File: src/rtl/sleep_wake_pkg.sv
package sleep_wake_pkg;
  typedef enum logic [1:0] {
    ST_AWAKE  = 2'd0,
    ST_ASLEEP = 2'd1,
    ST_WARM   = 2'd2,
    ST_BRANCH = 2'd3
  } sw_state_e;
endpackage

File: src/rtl/swc_irq_gate.sv
module swc_irq_gate #(
  parameter int unsigned N_IRQ     = 8,
  parameter logic [N_IRQ-1:0] WAKE_MASK = '1
) (
  input  logic [N_IRQ-1:0] irq_flag_i,
  input  logic [N_IRQ-1:0] irq_en_i,
  output logic             pending_o,
  output logic             wake_o
);
  logic [N_IRQ-1:0] live;
  logic [N_IRQ-1:0] wakeable;

  for (genvar g = 0; g < N_IRQ; g++) begin : g_src
    assign live[g] = irq_flag_i[g] & irq_en_i[g];
    if (WAKE_MASK[g]) begin : g_async
      assign wakeable[g] = live[g];
    end else begin : g_clocked
      assign wakeable[g] = 1'b0;
    end
  end

  assign pending_o = |live;
  assign wake_o    = |wakeable;
endmodule

File: src/rtl/swc_status.sv
module swc_status (
  input  logic clk_i,
  input  logic rst_ni,
  input  logic enter_i,
  input  logic wdt_wake_i,
  input  logic wdt_rst_i,
  output logic pd_o,
  output logic to_o
);
  always_ff @(posedge clk_i or negedge rst_ni) begin
    if (!rst_ni) begin
      pd_o <= 1'b1;
      to_o <= 1'b1;
    end else if (wdt_rst_i) begin
      pd_o <= 1'b1;
      to_o <= 1'b0;
    end else if (enter_i) begin
      pd_o <= 1'b0;
      to_o <= 1'b1;
    end else if (wdt_wake_i) begin
      to_o <= 1'b0;
    end
  end
endmodule

File: src/rtl/swc_fsm.sv
module swc_fsm
  import sleep_wake_pkg::*;
(
  input  logic      clk_i,
  input  logic      rst_ni,
  input  logic      sleep_exec_i,
  input  logic      ext_rst_ni,
  input  logic      wdt_en_i,
  input  logic      wdt_timeout_i,
  input  logic      pending_i,
  input  logic      wake_i,
  input  logic      gie_i,
  output logic      enter_o,
  output logic      wdt_wake_o,
  output logic      wdt_rst_o,
  output logic      osc_en_o,
  output logic      wdt_clr_o,
  output logic      rst_req_o,
  output logic      resume_o,
  output logic      vector_req_o
);
  sw_state_e state_q, state_d;
  logic      branch_q;
  logic      ext_hit, wdt_hit, irq_wake;

  always_comb begin
    ext_hit    = !ext_rst_ni;
    wdt_hit    = wdt_en_i & wdt_timeout_i;
    enter_o    = (state_q == ST_AWAKE) & sleep_exec_i & !pending_i & !ext_hit & !wdt_hit;
    wdt_rst_o  = (state_q != ST_ASLEEP) & wdt_hit & !ext_hit;
    wdt_wake_o = (state_q == ST_ASLEEP) & wdt_hit & !ext_hit;
    irq_wake   = (state_q == ST_ASLEEP) & wake_i & !wdt_hit & !ext_hit;
  end

  always_comb begin
    state_d = state_q;
    if (ext_hit) begin
      state_d = ST_AWAKE;
    end else begin
      unique case (state_q)
        ST_AWAKE:  if (enter_o) state_d = ST_ASLEEP;
        ST_ASLEEP: if (wdt_wake_o || irq_wake) state_d = ST_WARM;
        ST_WARM:   state_d = branch_q ? ST_BRANCH : ST_AWAKE;
        ST_BRANCH: state_d = ST_AWAKE;
        default:   state_d = ST_AWAKE;
      endcase
    end
  end

  always_ff @(posedge clk_i or negedge rst_ni) begin
    if (!rst_ni) begin
      state_q      <= ST_AWAKE;
      branch_q     <= 1'b0;
      osc_en_o     <= 1'b1;
      wdt_clr_o    <= 1'b0;
      rst_req_o    <= 1'b0;
      resume_o     <= 1'b0;
      vector_req_o <= 1'b0;
    end else begin
      state_q      <= state_d;
      wdt_clr_o    <= enter_o | wdt_wake_o | irq_wake;
      rst_req_o    <= ext_hit | wdt_rst_o;
      resume_o     <= (state_q == ST_WARM) & !ext_hit;
      vector_req_o <= (state_q == ST_BRANCH) & !ext_hit;
      if (ext_hit || wdt_wake_o) branch_q <= 1'b0;
      else if (irq_wake)         branch_q <= gie_i;
      else if (state_q == ST_BRANCH) branch_q <= 1'b0;
      if (ext_hit || wdt_wake_o || irq_wake) osc_en_o <= 1'b1;
      else if (enter_o)                     osc_en_o <= 1'b0;
    end
  end
endmodule

File: src/rtl/sleep_wake_ctrl.sv
module sleep_wake_ctrl #(
  parameter int unsigned      N_IRQ     = 8,
  parameter logic [N_IRQ-1:0] WAKE_MASK = 8'h7F
) (
  input  logic             clk_i,
  input  logic             rst_ni,
  input  logic             sleep_exec_i,
  input  logic             ext_rst_ni,
  input  logic             wdt_en_i,
  input  logic             wdt_timeout_i,
  input  logic [N_IRQ-1:0] irq_flag_i,
  input  logic [N_IRQ-1:0] irq_en_i,
  input  logic             gie_i,
  output logic             osc_en_o,
  output logic             wdt_clr_o,
  output logic             pd_o,
  output logic             to_o,
  output logic             rst_req_o,
  output logic             resume_o,
  output logic             vector_req_o
);
  logic pending, wake, enter, wdt_wake, wdt_rst;

  swc_irq_gate #(.N_IRQ(N_IRQ), .WAKE_MASK(WAKE_MASK)) u_gate (
    .irq_flag_i (irq_flag_i),
    .irq_en_i   (irq_en_i),
    .pending_o  (pending),
    .wake_o     (wake)
  );

  swc_fsm u_fsm (
    .clk_i         (clk_i),
    .rst_ni        (rst_ni),
    .sleep_exec_i  (sleep_exec_i),
    .ext_rst_ni    (ext_rst_ni),
    .wdt_en_i      (wdt_en_i),
    .wdt_timeout_i (wdt_timeout_i),
    .pending_i     (pending),
    .wake_i        (wake),
    .gie_i         (gie_i),
    .enter_o       (enter),
    .wdt_wake_o    (wdt_wake),
    .wdt_rst_o     (wdt_rst),
    .osc_en_o      (osc_en_o),
    .wdt_clr_o     (wdt_clr_o),
    .rst_req_o     (rst_req_o),
    .resume_o      (resume_o),
    .vector_req_o  (vector_req_o)
  );

  swc_status u_status (
    .clk_i      (clk_i),
    .rst_ni     (rst_ni),
    .enter_i    (enter),
    .wdt_wake_i (wdt_wake),
    .wdt_rst_i  (wdt_rst),
    .pd_o       (pd_o),
    .to_o       (to_o)
  );
endmodule

File: config.mk
export PLATFORM = sky130hd
export DESIGN_NAME = sleep_wake_ctrl
export DESIGN_NICKNAME = d
export VERILOG_FILES = /design/src/rtl/sleep_wake_pkg.sv /design/src/rtl/swc_irq_gate.sv /design/src/rtl/swc_status.sv /design/src/rtl/swc_fsm.sv /design/src/rtl/sleep_wake_ctrl.sv
export SDC_FILE = /design/constraint.sdc
export NUM_CORES = 1
export LEC_CHECK = 0
export ABC_AREA = 1
export BUFFER_PORTS_ARGS = -buffer_cell sky130_fd_sc_hd__buf_4
export CORE_AREA = 5 5 42 44
export DETAILED_ROUTE_END_ITERATION = 10
export DIE_AREA = 0 0 47 49
export PLACE_DENSITY = 0.82
export SLEW_MARGIN = 15
export SYNTH_ARGS = -nofsm -noshare
export SYNTH_HDL_FRONTEND = slang
export SYNTH_SLANG_ARGS = --single-unit
File: constraint.sdc
create_clock -name clk_i -period 1.5 [get_ports clk_i]
set_input_delay 0.075 -clock clk_i [delete_from_list [all_inputs] [get_ports clk_i]]
set_output_delay 0.075 -clock clk_i [all_outputs]
set_load 0.05 [all_outputs]
# Yosys cells after proc, flatten, opt, wreduce, memory -nomap -nowiden
# Cells that the tools add are included.
[totals]
out_inout_bits = 7
mem_bits_ro = 0
regBits = 10
mem_count = 0
latch_bits = 0
in_bits = 23
elab_cells = 68
mem_bits_rw = 0
[op_classes]
div = 0
n_bitwise = 25
n_eq_ne = 6
n_mul = 0
shift = 0
order_cmp = 0
muxes = 14
n_reduce_logical = 14
n_addsub = 0
[ops]
columns = ["op", "n"]
rows = [
  ["bitwise AND 1 bit", 22],
  ["2-to-1 mux 1 bit", 9],
  ["2-to-1 mux 2 bit", 4],
  ["one-hot mux 2 bit (4 select lines)", 1],
  ["OR reduction 8 bit", 1],
  ["OR reduction 7 bit", 1],
  ["nonzero test 3 bit", 2],
  ["equality test 2 bit (second input constant)", 2],
  ["nonzero test 2 bit", 2],
  ["logical NOT 1 bit", 3],
  ["logical OR 1 bit", 3],
  ["!= test 3 x 2 -> 1 bit (second input constant)", 1],
  ["!= test 3 bit (second input constant)", 1],
  ["OR 1 bit", 3],
  ["equality test 2 x 1 -> 1 bit (second input constant)", 1],
  ["logical NOT 2 bit", 1],
  ["!= test 2 x 1 -> 1 bit (second input constant)", 1],
  ["AND reduction 2 bit", 1],
]

# Depth between registers and ports, before layout
# Gate-level depths: netlist of the first run.
[logic_depth]
depth_word = 9
depth_mapped = 7

# By module
# A second synthesis of the first run with hierarchy kept.
[hier_totals]
hier_cells = 81
hier_area_um2 = 560.5
[modules_own_cells]
columns = ["module", "cells_each", "seq_area_each_um2", "instances", "area_each_um2"]
rows = [
  ["swc_fsm", 56, 201.4, 1, 410.4],
  ["swc_status", 7, 52.6, 1, 80.1],
  ["swc_irq_gate", 18, 0.0, 1, 70.1],
]

# Worst setup path after synthesis of the first run
# No wires, ideal clock.
[synth_path]
path_kind = "register to register"
startpoint = "register u_fsm.state_q[1]"
endpoint = "register u_fsm.state_q[1]"
setup_slack_ns = 0.441
n_path_buf = 0
arrival_time_ns = 0.990
period_less_slack_ns = 1.059
path_stages_with_launch = 8
cell_sequence = "dfrtp_1 > inv_1 > nand3_1 > nor2_1 > nand3_2 > nand2_1 > nand2_1 > nor2_2"
[synth_via]
elab_chain_len = 7
word_cells_on_any_way = 19
cone_classes = "eq/ne: 5; mux: 2; bitwise: 9; reduce/logical: 3"
[synth_lines]
columns = ["item", "line", "text"]
rows = [
  ["start, declared", "swc_fsm.sv:22", "sw_state_e state_q, state_d;"],
  ["start signal, assigned", "swc_fsm.sv:60", "state_q <= state_d;"],
  ["logical NOT 2 bit / equality test 2 x 1 -> 1 bit (equally long branches)", "-", ""],
  ["bitwise AND 1 bit, on equally long branches (3 in series)", "swc_fsm.sv:29, swc_fsm.sv:32", ""],
  ["bitwise AND 1 bit / logical OR 1 bit (equally long branches)", "swc_fsm.sv:29, swc_fsm.sv:42", ""],
  ["!= test 3 x 2 -> 1 bit (no source line) / != test 3 bit (equally long branches)", "-", ""],
  ["AND reduction 2 bit (no source line)", "-", ""],
]
# Parallel ways exist; a longest one is shown, timed or not.
# A chain may end at the register's enable or synchronous reset.

# Final worst setup path of the first run
# Same ends and word-level chain as after synthesis.

==> results of run 1 <==
-- cell type report --
| class | instances | area, um^2 |
|---|---|---|
| well taps | 16 | 20.0 |
| flip-flops and latches | 10 | 254 |
| fillers | 139 | 608 |
| multi-input cells | 47 | 243 |
| clock buffers | 4 | 26.3 |
| repair buffers | 30 | 228 |
| inverters | 6 | 22.5 |
-- metrics by stage --
stage | utilization (%) | hold slack (ns)
CTS | 56.6 | 0.0393
finish | 56.6 | 0.0400
floorplan | - | -0.221
global route | 56.6 | 0.0433
detailed placement | 54.0 | -0.0930
global placement | 54.0 | -0.0944
-- path summary, 6_finish.rpt --
kind	from	endpoint	cells after the start
min	ext_rst_ni	u_fsm.rst_req_o	2
max in group asynchronous	rst_ni	u_fsm.osc_en_o	2
max	u_fsm.state_q[1]	u_fsm.state_q[1]	7
max reg2reg	u_fsm.state_q[1]	u_fsm.state_q[1]	7
min in group asynchronous	rst_ni	u_fsm.rst_req_o	2
min reg2reg	u_status.pd_o	u_status.pd_o	2
-- placed cells by master, fill, tap and decap left out --
master / count
o31ai_1: 1
clkbuf_1: 1
nand4_1: 1
o21ai_0: 2
and2_1: 1
a21boi_0: 1
nand3_2: 2
inv_2: 1
nor2_1: 3
clkbuf_4: 3
nand3_1: 6
buf_4: 29
inv_1: 5
nor3_2: 1
dfstp_2: 3
nor2_2: 2
a21oi_1: 2
nor2_4: 2
dlygate4sd3_1: 1
nand2_1: 22
dfrtp_1: 7
nand2_2: 1
-- what timing repair did --
action,in CTS,in global routing
hold buffers,1,0
endpoints found under the hold margin,10,0
resized for setup,0,0
-- routing by layer --
metal	vias to the layer above	GRT usage, %	routed length, um
li1	270	-	-
met1	245	13.7	451
met2	34	21.9	636
met3	3	2.21	160
met4	0	11.1	32
met5	-	0	0
-- kinds of logic after synthesis --
logic type / Yosys count / share of synthesized area (%)
flip-flops: 10 / 48.9
AO/OA/AOI/OAI: 6 / 6.75
buffers and inverters: 6 / 4.34
AND/OR/NAND/NOR: 41 / 40.0
-- registers in the layout, summed over array words and instances, names as in the netlist --
signal	cells
u_fsm.state_q	2
u_fsm.branch_q	1
u_fsm.osc_en_o	1
u_fsm.resume_o	1
u_fsm.rst_req_o	1
u_fsm.vector_req_o	1
u_fsm.wdt_clr_o	1
u_status.pd_o	1
u_status.to_o	1
-- power by group --
group / internal [W] / leakage (nW) / switching (W)
clock: 0.000103 / 0.0150 / 0.0000910
sequential: 0.000298 / 0.124 / 0.0000142
combinational: 0.0000852 / 0.297 / 0.000125
total: 0.000486 / 0.436 / 0.000230
==> impl_results.md, run 1 <==
- CP arrival: 1.40 ns
- Synth cell count leaders: 22 x nand2_1, 7 x dfrtp_1, 6 x nand3_1
- Worst slack, placed: 0.318 ns
- Post-synth cell types: 18
- Mapped Area: 519 um^2
- Share of cells above drive strength 1: 45.4%
- Min-delay worst type: in -> reg
- Post-DP HPWL: 1080 um
- Finished Layout Cells: 113
- Clock Pin Slew Worst Setup and Hold Paths: 0.06 ns
- CTS H-tree depth: 1
- Worst EP required: 1.71 ns
- CTS Buffer Depth: 2
- Rows: 14
- Antenna cells: 0
- CP delay by family, top: simple AND/OR/NAND/NOR gates
- Critical path class: reg -> reg
- Initial antenna violation count: 0
- MaxCap Viol Count: 0
- Via Count: 552
- Synth Net Count: 86
- Asr flop ratio synth: 100%
- Final Cycle Share: 79.3%
- Setup TNS: 0 ns
- RSZ-0062 raised after global routing: no
- Critical path peak fanout: 5
- Peak supply drop: 0.000353 V
- Fin. Hold Viols: 0
- Total grt overflow: 0
- Io pins: 30
- Endpoints failing setup: 0
- Placed Cells incl. Taps: 108
- Chip Height: 49 um
- Post-DR vias/cell: 4.88
- Port Buffer Count: 29
- Synth Flop Type: dfrtp_1
- Tot GR Track Use: 13.3%
- Synth warnings: 0
- Post-placement cell area: 757 um^2
- Starting Density: 37.1%
- CTS tree: built
- Top-area cell type share of the netlist area: 33.7%
- Fmax: 841 MHz
- Vias in the first global route: 568
- Clock Skew: 0.00165 ns
- Seq cells post-synth: 10
- Top-count cell post-synth: nand2_1
- First-pass DRT Iterations: 4
- Endpoint type of the worst setup path: register
- First-pass GRT wire length: 2180 um
- DRT iter0 DRCs: 15
- Avg Cell Area, Syn: 8.24 um^2
- Number of setup buffers added after CTS: 0
- Routed len/inst: 11.3 um
- Final ANT Viol Nets: 0
- Critical path startpoint category: register
- Leak: 0.436 nW
- Core Footprint: 1400 um^2
- Seq/Total Area, Yosys: 48.9%
- CP Buf/Inv Count: 1
- Post-Syn Instances: 63
- Final total power: 0.000716 W
- Main area contributors after synthesis: dfrtp_1 34%, nand2_1 16%, dfstp_2 15%
- CTS Sinks: 10
- Max-slew violation count: 0
- DRT Wirelength: 1280 um
- Final nets: 121
- Worst slew margin: 81.6%
- Slowest-stage cell, CP: dfrtp_1
- R2r setup slk: 0.31 ns
- Placer Congestion: 0.807
- Final Cell Area: 793 um^2
- Status: finished, final reports clean
- Area growth, synth to finish: 52.8%
- TritonCTS buffer count: 3
- Slowest Stage Delay on Critical Path: 0.42 ns
- Die width: 47 um
- Clk_lat worst skew: 0.27 ns
- P per Cell Area: 902 nW/um^2
- Largest net degree at the start of global routing: 11
- Die area: 2300 um^2
- Final Worst Setup Slack: 0.311 ns
- Post-synth EDFFs: 0
- Crit path cell chain: inv_1 > nand3_1 > nor2_1 > nand3_2 > nand2_1 > nand2_1 > nor2_2
- Most used cell, CP: nand2_1
- Min Tclk post-route: 1.19 ns
- DRC Markers: 0
- CTS root buf: clkbuf_4
- Synth area leader: dfrtp_1
- Least-Margin Pin Slew: 0.276 ns
(Power assumes the default switching activity.)
==> inputs of run 2 (changes only) <==
Settings changed: ABC_AREA 1 to 0, PLACE_DENSITY 0.82 to 0.78.
Clock period 1.5 ns to 1.2 ns, I/O delays scaled along.
==> run 2 against run 1 <==
Compared with the run above: register-to-register slack got worse by 0.28 ns; die area is the same; critical endpoint is now u_fsm.branch_q; wire length is 13% higher.
==> impl_results.md, run 2 <==
- Final Cell Area: 797 um^2 (was 793 um^2)
- Final total power: 0.000863 W (was 0.000716 W)
- Area of the multi-input gates: 205 um^2 (was 243 um^2)
- Main area contributors after synthesis: dfrtp_1 38%, dfstp_2 17%, a32o_1 4.3% (was dfrtp_1 34%, nand2_1 16%, dfstp_2 15%)
- Clock Pin Slew Worst Setup and Hold Paths: 0.07 ns (was 0.06 ns)
- CTS root buf: clkbuf_4 (unchanged)
- Critical path peak fanout: 3 (was 5)
- Reg2Reg Depth: 5 (was 7)
- Endpoint type of the worst setup path: register (unchanged)
- Fin. Hold Viols: 0 (unchanged)
- Min-delay src: ext_rst_ni (unchanged)
- Worst Setup SP: u_fsm.state_q[0] (was u_fsm.state_q[1])
- Crit path cell chain: buf_6 > nor2b_2 > nand3_1 > mux2i_1 > a32o_1 (was inv_1 > nand3_1 > nor2_1 > nand3_2 > nand2_1 > nand2_1 > nor2_2)
- Top-count cell post-synth: dfrtp_1 (was nand2_1)
- Largest net degree at the start of global routing: 12 (was 11)
- CP arrival: 1.32 ns (was 1.40 ns)
- Peak supply drop: 0.000496 V (was 0.000353 V)
- Worst EP required: 1.35 ns (was 1.71 ns)
- Max reg flops: 2 (unchanged)
- P_int: 0.000636 W (was 0.000486 W)
- R2r startpoint: u_fsm.state_q[0] (was u_fsm.state_q[1])
- Min-delay worst type: in -> reg (unchanged)
- P per Cell Area: 1080 nW/um^2 (was 902 nW/um^2)
- Top-area cell type share of the netlist area: 37.9% (was 33.7%)
- Total grt overflow: 0 (unchanged)
- First-pass GRT wire length: 2300 um (was 2180 um)
- Via Count: 525 (was 552)
- Switching pwr: 0.000228 W (was 0.000230 W)
- CTS Sinks: 10 (unchanged)
- CTS Buffer Depth: 2 (unchanged)
- Avg Cell Area, Syn: 10.5 um^2 (was 8.24 um^2)
- DRC Markers: 0 (unchanged)
- Die width: 47 um (unchanged)
- Vias in the first global route: 554 (was 568)
- Number of setup buffers added after CTS: 0 (unchanged)
- Mapped Area: 462 um^2 (was 519 um^2)
- Worst slew margin: 78.7% (was 81.6%)
- Antenna cells: 0 (unchanged)
- WHS Endpoint: u_status.to_o (was u_fsm.rst_req_o)
- Post-DR vias/cell: 5.36 (was 4.88)
- Area growth, synth to finish: 72.6% (was 52.8%)
- Most common cell after layout, fill and taps aside: buf_4 (unchanged)
- Clk_lat worst skew: 0.26 ns (was 0.27 ns)
- Clock power frac: 34.8% (was 27.1%)
- Fmax: 854 MHz (was 841 MHz)
- Final nets: 106 (was 121)
- Sw Ratio: 26.4% (was 32.1%)
- Die area: 2300 um^2 (unchanged)
- Status: finished, final reports clean (unchanged)
- Routed len/inst: 14.7 um (was 11.3 um)
- Most frequent cells in the layout: 31 x buf_4, 7 x dfrtp_1, 4 x nand2_1, 4 x nand3_1 (was 29 x buf_4, 22 x nand2_1, 7 x dfrtp_1)
- Synth Net Count: 67 (was 86)
- CP delay by family, top: flip-flops (was simple AND/OR/NAND/NOR gates)
- Combinational group share of total power: 22.7% (was 29.3%)
- Top reg by flops: u_fsm.state_q (unchanged)
- Clock Skew: 0.00428 ns (was 0.00165 ns)
- Min Tclk post-route: 1.17 ns (was 1.19 ns)
- Slowest Stage Delay on Critical Path: 0.42 ns (about the same)
- Critical path class: reg -> reg (unchanged)
- Critical path startpoint category: register (unchanged)
- TritonCTS buffer count: 3 (unchanged)
- CTS tree: built (unchanged)
- DRT iter0 DRCs: 19 (was 15)
- Asr flop ratio synth: 100% (unchanged)
- Post-synth EDFFs: 0 (unchanged)
- Final Cycle Share: 97.6% (was 79.3%)
- Synth cell count leaders: 7 x dfrtp_1, 4 x nand2_1, 4 x nand3_1 (was 22 x nand2_1, 7 x dfrtp_1, 6 x nand3_1)
- Post-DP HPWL: 1120 um (was 1080 um)
- MaxCap Viol Count: 0 (unchanged)
- Synth warnings: 0 (unchanged)
- First-pass DRT Iterations: 4 (unchanged)
- Post-placement cell area: 718 um^2 (was 757 um^2)
- R2r setup slk: 0.03 ns (was 0.31 ns)
- Share of cells above drive strength 1: 53.7% (was 45.4%)
- Max-slew violation count: 0 (unchanged)
- Tot GR Track Use: 14.0% (was 13.3%)
- Placer Congestion: 0.808 (was 0.807)
- Final ANT Viol Nets: 0 (unchanged)
- Io pins: 30 (unchanged)
- CTS H-tree depth: 1 (unchanged)
- Endpoints failing setup: 0 (unchanged)
- R2R Path End: u_fsm.branch_q (was u_fsm.state_q[1])
- Seq cells post-synth: 10 (unchanged)
- Hold path depth: 2 (unchanged)
- Starting Density: 32.9% (was 37.1%)
- Synth area leader: dfrtp_1 (unchanged)
- DRT Wirelength: 1450 um (was 1280 um)
- Core Footprint: 1400 um^2 (unchanged)
- Leak: 0.388 nW (was 0.436 nW)
- Post-Syn Instances: 44 (was 63)
- Layout fillers: 119 (was 139)
- Chip Height: 49 um (unchanged)
- Layout Utilization: 56.9% (was 56.6%)
- CP Buf/Inv Count: 1 (unchanged)
- Rows: 14 (unchanged)
- Port Buffer Count: 29 (unchanged)
- Post-synth cell types: 23 (was 18)
- Synth Flop Type: dfrtp_1 (unchanged)
- Seq/Total Area, Yosys: 55.0% (was 48.9%)
- Least-Margin Pin Slew: 0.317 ns (was 0.276 ns)
- Reg power frac: 42.5% (was 43.6%)
- Initial antenna violation count: 0 (unchanged)
- FF/Latch Area: 254 um^2 (unchanged)
- Slowest-stage cell, CP: dfrtp_1 (unchanged)
-- run 2: cell type report --
class	instances	area share (%)
Timing Repair Buffer	35	34.4
Sequential cell	10	31.9
Multi-Input combinational cell	31	25.7
Clock buffer	4	4.55
Tap cell	16	2.51
Inverter	2	0.942
-- run 2: power groups by stage --
stage | clock network [W] | registers [W] | logic (W)
3_5_place_dp | 0 | 0.000372 | 0.000185
5_1_grt | 0.000318 | 0.000369 | 0.000210
4_1_cts | 0.000303 | 0.000367 | 0.000193
2_1_floorplan | 0 | 0.000420 | 0.0000404
6_report | 0.000301 | 0.000367 | 0.000196
3_3_place_gp | 0 | 0.000372 | 0.000179
-- run 2: worst max-delay path by stage --
stage | end | slack (ns) | cells after the start
final | u_fsm.branch_q | 0.03 | 5
after global routing | u_status.pd_o | -0.03 | 3
after CTS | u_status.to_o | 0.05 | 3
after floorplan | u_status.pd_o | 0.15 | 3
after global placement | u_fsm.wdt_clr_o | 0.03 | 5
after detailed placement | u_fsm.state_q[0] | -0.05 | 5
-- run 2: cells by family (layout without fill, tap and decap cells) --
kind of cell / after synthesis / count (layout) / synth area share, %
buffers and inverters: 3 / 41 / 2.44
multiplexers: 1 / 1 / 2.17
flip-flops: 10 / 10 / 55.0
AND/OR/NAND/NOR: 15 / 15 / 16.5
AO/OA/AOI/OAI: 15 / 15 / 23.8
-- run 2: repair_timing --
item	CTS	global route
setup endpoints to repair	0	4
endpoints found under the hold margin	11	0
hold buffers	3	0
gates resized for setup	0	3
-- run 2: metrics by stage --
step	worst slack (ns)	hold slack [ns]	TNS (ns)	instances
global route	-0.0256	0.0587	-0.0483	98
floorplan	0.152	-0.236	0	44
global placement	0.0256	-0.106	0	91
CTS	0.0496	0.0402	0	98
detailed placement	-0.0504	-0.107	-0.210	91
finish	0.0290	0.0498	0	98
-- run 2: per-layer routing --
metal	up-vias	global-route usage (%)	wire (um)
li1	244	-	-
met1	246	16.2	510
met2	31	22.2	752
met3	4	4.06	149
met4	0	7.37	32
met5	-	0	0
==> inputs of run 3 (changes only) <==
Settings changed: CORE_AREA 5 5 42 44 to default, CORE_MARGIN from default to 5, CORE_UTILIZATION from default to 41, DIE_AREA 0 0 47 49 to default, PLACE_DENSITY 0.78 to 0.85, SYNTH_HIERARCHICAL from default to 1.
==> run 3 against run 2 <==
Compared with the run above: global-route usage increased by 2.0 points; synthesized area increased by 17%; worst hold slack got worse by 0.041 ns; wire length increased by 2.4%; first-iteration DRC count decreased by 37%; design area increased by 4.1%; die area decreased by 7.2%; setup slack improved by 0.0017 ns; register-to-register slack improved by 0.06 ns; combinational power about the same; sequential cell count unchanged; critical path type is now in -> reg.
==> impl_results.md, run 3 <==
- Status: finished, final reports clean (unchanged)
- Antenna cells: 0 (unchanged)
- Critical path startpoint category: input port (was register)
- Sw Ratio: 26.6% (was 26.4%)
- R2R Path End: u_status/pd_o (was u_fsm.branch_q)
- Worst slew margin: 76.0% (was 78.7%)
- Peak supply drop: 0.000814 V (was 0.000496 V)
- CTS H-tree depth: 1 (unchanged)
- Starting Density: 42.4% (was 32.9%)
- Slowest Stage Delay on Critical Path: 0.39 ns (was 0.42 ns)
- Vias in the first global route: 565 (was 554)
- CTS Buffer Depth: 2 (unchanged)
- Area of the multi-input gates: 260 um^2 (was 205 um^2)
- P per Cell Area: 1040 nW/um^2 (was 1080 nW/um^2)
- Rows: 13 (was 14)
- Met3 WL: 97 um (was 149 um)
- Leak: 0.385 nW (was 0.388 nW)
- Clock Skew: 0.00595 ns (was 0.00428 ns)
- FF/Latch Area: 256 um^2 (was 254 um^2)
- DRC Markers: 0 (unchanged)
- Placed Cells incl. Taps: 98 (was 91)
- Asr flop ratio synth: 100% (unchanged)
- Routed len/inst: 14.4 um (was 14.7 um)
- Max-slew violation count: 0 (unchanged)
- CP arrival: 1.36 ns (was 1.32 ns)
- First-pass DRT Iterations: 4 (unchanged)
- TritonCTS buffer count: 3 (unchanged)
- Reg power frac: 42.5% (about the same)
- Layout fillers: 112 (was 119)
- Clk_lat worst skew: 0.27 ns (was 0.26 ns)
- DRT iter0 DRCs: 12 (was 19)
- CTS tree: built (unchanged)
- Seq/Total Area, Yosys: 47.2% (was 55.0%)
- Top layer used by detailed routing: met3 (was met4)
- Top-area cell type share of the netlist area: 32.6% (was 37.9%)
- Final nets: 112 (was 106)
- Top-count cell post-synth: dfrtp_1 (unchanged)
- Crit path cell chain: buf_4 > a222oi_1 > nand4_1 > inv_2 > nand3_1 > nor4_2 > inv_1 > a21o_1 (was buf_6 > nor2b_2 > nand3_1 > mux2i_1 > a32o_1)
- Io pins: 30 (unchanged)
- Top reg by flops: u_fsm/state_q (was u_fsm.state_q)
- Worst slack, placed: -0.259 ns (was -0.0504 ns)
- Critical path peak fanout: 3 (unchanged)
- Min Tclk post-route: 1.17 ns (about the same)
- Most common cell after layout, fill and taps aside: buf_4 (unchanged)
- Total grt overflow: 0 (unchanged)
- Fmax: 855 MHz (was 854 MHz)
- Finished Layout Cells: 103 (was 98)
- First-pass GRT wire length: 2390 um (was 2300 um)
- Critical path class: in -> reg (was reg -> reg)
- Endpoints failing setup: 0 (unchanged)
- P_int: 0.000634 W (was 0.000636 W)
- Least-Margin Pin Slew: 0.360 ns (was 0.317 ns)
- Most frequent cells in the layout: 31 x buf_4, 6 x nand2_1, 5 x dfrtp_1 (was 31 x buf_4, 7 x dfrtp_1, 4 x nand2_1, 4 x nand3_1)
- Tot GR Track Use: 16.0% (was 14.0%)
- Final Cycle Share: 97.4% (was 97.6%)
- RSZ-0062 raised after global routing: yes
- Via Count: 573 (was 525)
- Final total power: 0.000864 W (was 0.000863 W)
- Die width: 46.2 um (was 47 um)
- DRT Wirelength: 1480 um (was 1450 um)
- Core Footprint: 1270 um^2 (was 1400 um^2)
- Max reg flops: 2 (unchanged)
- CTS root buf: clkbuf_4 (unchanged)
- Die area: 2140 um^2 (was 2300 um^2)
- Switching pwr: 0.000229 W (was 0.000228 W)
- CP delay by family, top: compound AO/OA/AOI/OAI gates (was flip-flops)
- Synth Flop Type: dfrtp_1 (unchanged)
- R2r startpoint: u_fsm/state_q[0] (was u_fsm.state_q[0])
- Post-Syn Instances: 54 (was 44)
- Worst EP required: 1.39 ns (was 1.35 ns)
- Post-synth cell types: 28 (was 23)
- Critical Path Sink: u_status/pd_o (was u_fsm.branch_q)
- Placer Congestion: 0.886 (was 0.808)
- WP depth: 8 (was 5)
- CTS Sinks: 10 (unchanged)
- Final Worst Setup Slack: 0.0307 ns (was 0.0290 ns)
- Post-DR vias/cell: 5.56 (was 5.36)
- Fin. Hold Viols: 0 (unchanged)
- Synth area leader: dfrtp_1 (unchanged)
- Share of cells above drive strength 1: 55.7% (was 53.7%)
- Final ANT Viol Nets: 0 (unchanged)
- Initial antenna violation count: 0 (unchanged)
- Port Buffer Count: 29 (unchanged)
- Combinational group share of total power: 23.1% (was 22.7%)
- Worst Setup SP: irq_en_i[4] (was u_fsm.state_q[0])
- Metal2 WL: 860 um (was 752 um)
- Seq cells post-synth: 10 (unchanged)
- Area growth, synth to finish: 54.2% (was 72.6%)
- Clock Pin Slew Worst Setup and Hold Paths: 0.06 ns (was 0.07 ns)
- Post-synth EDFFs: 0 (unchanged)
- Clock power frac: 34.4% (was 34.8%)
- Reg2Reg Depth: 3 (was 5)
- Endpoint type of the worst setup path: register (unchanged)
- Min-delay worst type: in -> reg (unchanged)
- CP Buf/Inv Count: 3 (was 1)
- MaxCap Viol Count: 0 (unchanged)
- Met1 wire length: 522 um (was 510 um)
- Worst-case hold slack: 0.00883 ns (was 0.0498 ns)
- Main area contributors after synthesis: dfrtp_1 33%, dfstp_2 15%, nand4_1 4.7% (was dfrtp_1 38%, dfstp_2 17%, a32o_1 4.3%)
- Synth cell count leaders: 7 x dfrtp_1, 6 x nand2_1, 4 x inv_1, 4 x nand4_1, 3 x dfstp_2 (was 7 x dfrtp_1, 4 x nand2_1, 4 x nand3_1)
- Chip Height: 46.2 um (was 49 um)
- Largest net degree at the start of global routing: 11 (was 12)
- Slowest-stage cell, CP: a222oi_1 (was dfrtp_1)
- R2r setup slk: 0.09 ns (was 0.03 ns)
- Mapped Area: 538 um^2 (was 462 um^2)
- Synth Net Count: 77 (was 67)
- Synth warnings: 6 (was 0)
- Post-DP HPWL: 1240 um (was 1120 um)
- Avg Cell Area, Syn: 9.96 um^2 (was 10.5 um^2)
[run 3: layer usage]
layer | vias up | track usage (%)
li1 | 270 | -
met1 | 285 | 16.9
met2 | 18 | 28.6
met3 | 0 | 6.25
met4 | 0 | 5.11
met5 | - | 0
[run 3: worst register-to-register path, delay by kind of cell, from the launching register on]
family | cells | cell delay (ns)
DFF | 1 | 0.48
AOI/OAI and AO/OA | 1 | 0.13
and+or+nand+nor | 2 | 0.44
[run 3: repair_timing]
item / 4_1_cts / 5_1_grt
endpoints found under the setup margin: 0 / 6
resized for setup: 0 / 5
endpoints found under the hold margin: 10 / 0
buffers inserted: 0 / 0
hold buffers: 1 / 0
[run 3: logic make-up after synthesis]
group | count (synthesis) | synth area share (%)
buffers and inverters | 6 | 6.28
flip-flops | 10 | 47.2
AND/OR/NAND/NOR | 23 | 24.2
AO/OA/AOI/OAI | 15 | 22.3
[run 3: power groups by stage]
stage | Sequential [W] | Clock (W) | Combinational, W
detailed placement | 0.000373 | 0 | 0.000195
CTS | 0.000367 | 0.000309 | 0.000198
global placement | 0.000373 | 0 | 0.000191
global route | 0.000370 | 0.000329 | 0.000214
finish | 0.000367 | 0.000297 | 0.000199
floorplan | 0.000418 | 0 | 0.0000508
[run 3: metrics by stage]
step / TNS (ns) / util [%] / area [um^2]
final: 0 / 65.4 / 830
after global routing: -0.0261 / 65.4 / 830
after CTS: 0 / 64.4 / 817
after detailed placement: -1.29 / 60.7 / 771
after global placement: -0.881 / 60.7 / 771
after floorplan: -0.0244 / - / 538
[run 3: worst min path at each step]
| stage | start | end | slack, ns | cells past startpoint |
|---|---|---|---|---|
| floorplan | rst_ni | u_fsm/branch_q | -0.24 | 0 |
| global placement | rst_ni | u_fsm/wdt_clr_o | -0.11 | 1 |
| detailed placement | rst_ni | u_fsm/state_q[0] | -0.11 | 1 |
| CTS | ext_rst_ni | u_fsm/osc_en_o | 0.003 | 2 |
| global route | ext_rst_ni | u_fsm/osc_en_o | 0.008 | 2 |
| finish | ext_rst_ni | u_fsm/osc_en_o | 0.009 | 2 |
[run 3: cell type report]
class                           instances  share of cell area (%)
Timing Repair Buffer                   32                    29.3
Clock buffer                            4                    4.37
Sequential cell                        10                    30.9
Tap cell                               15                    2.26
Multi-Input combinational cell         38                    31.4
Inverter                                4                    1.81
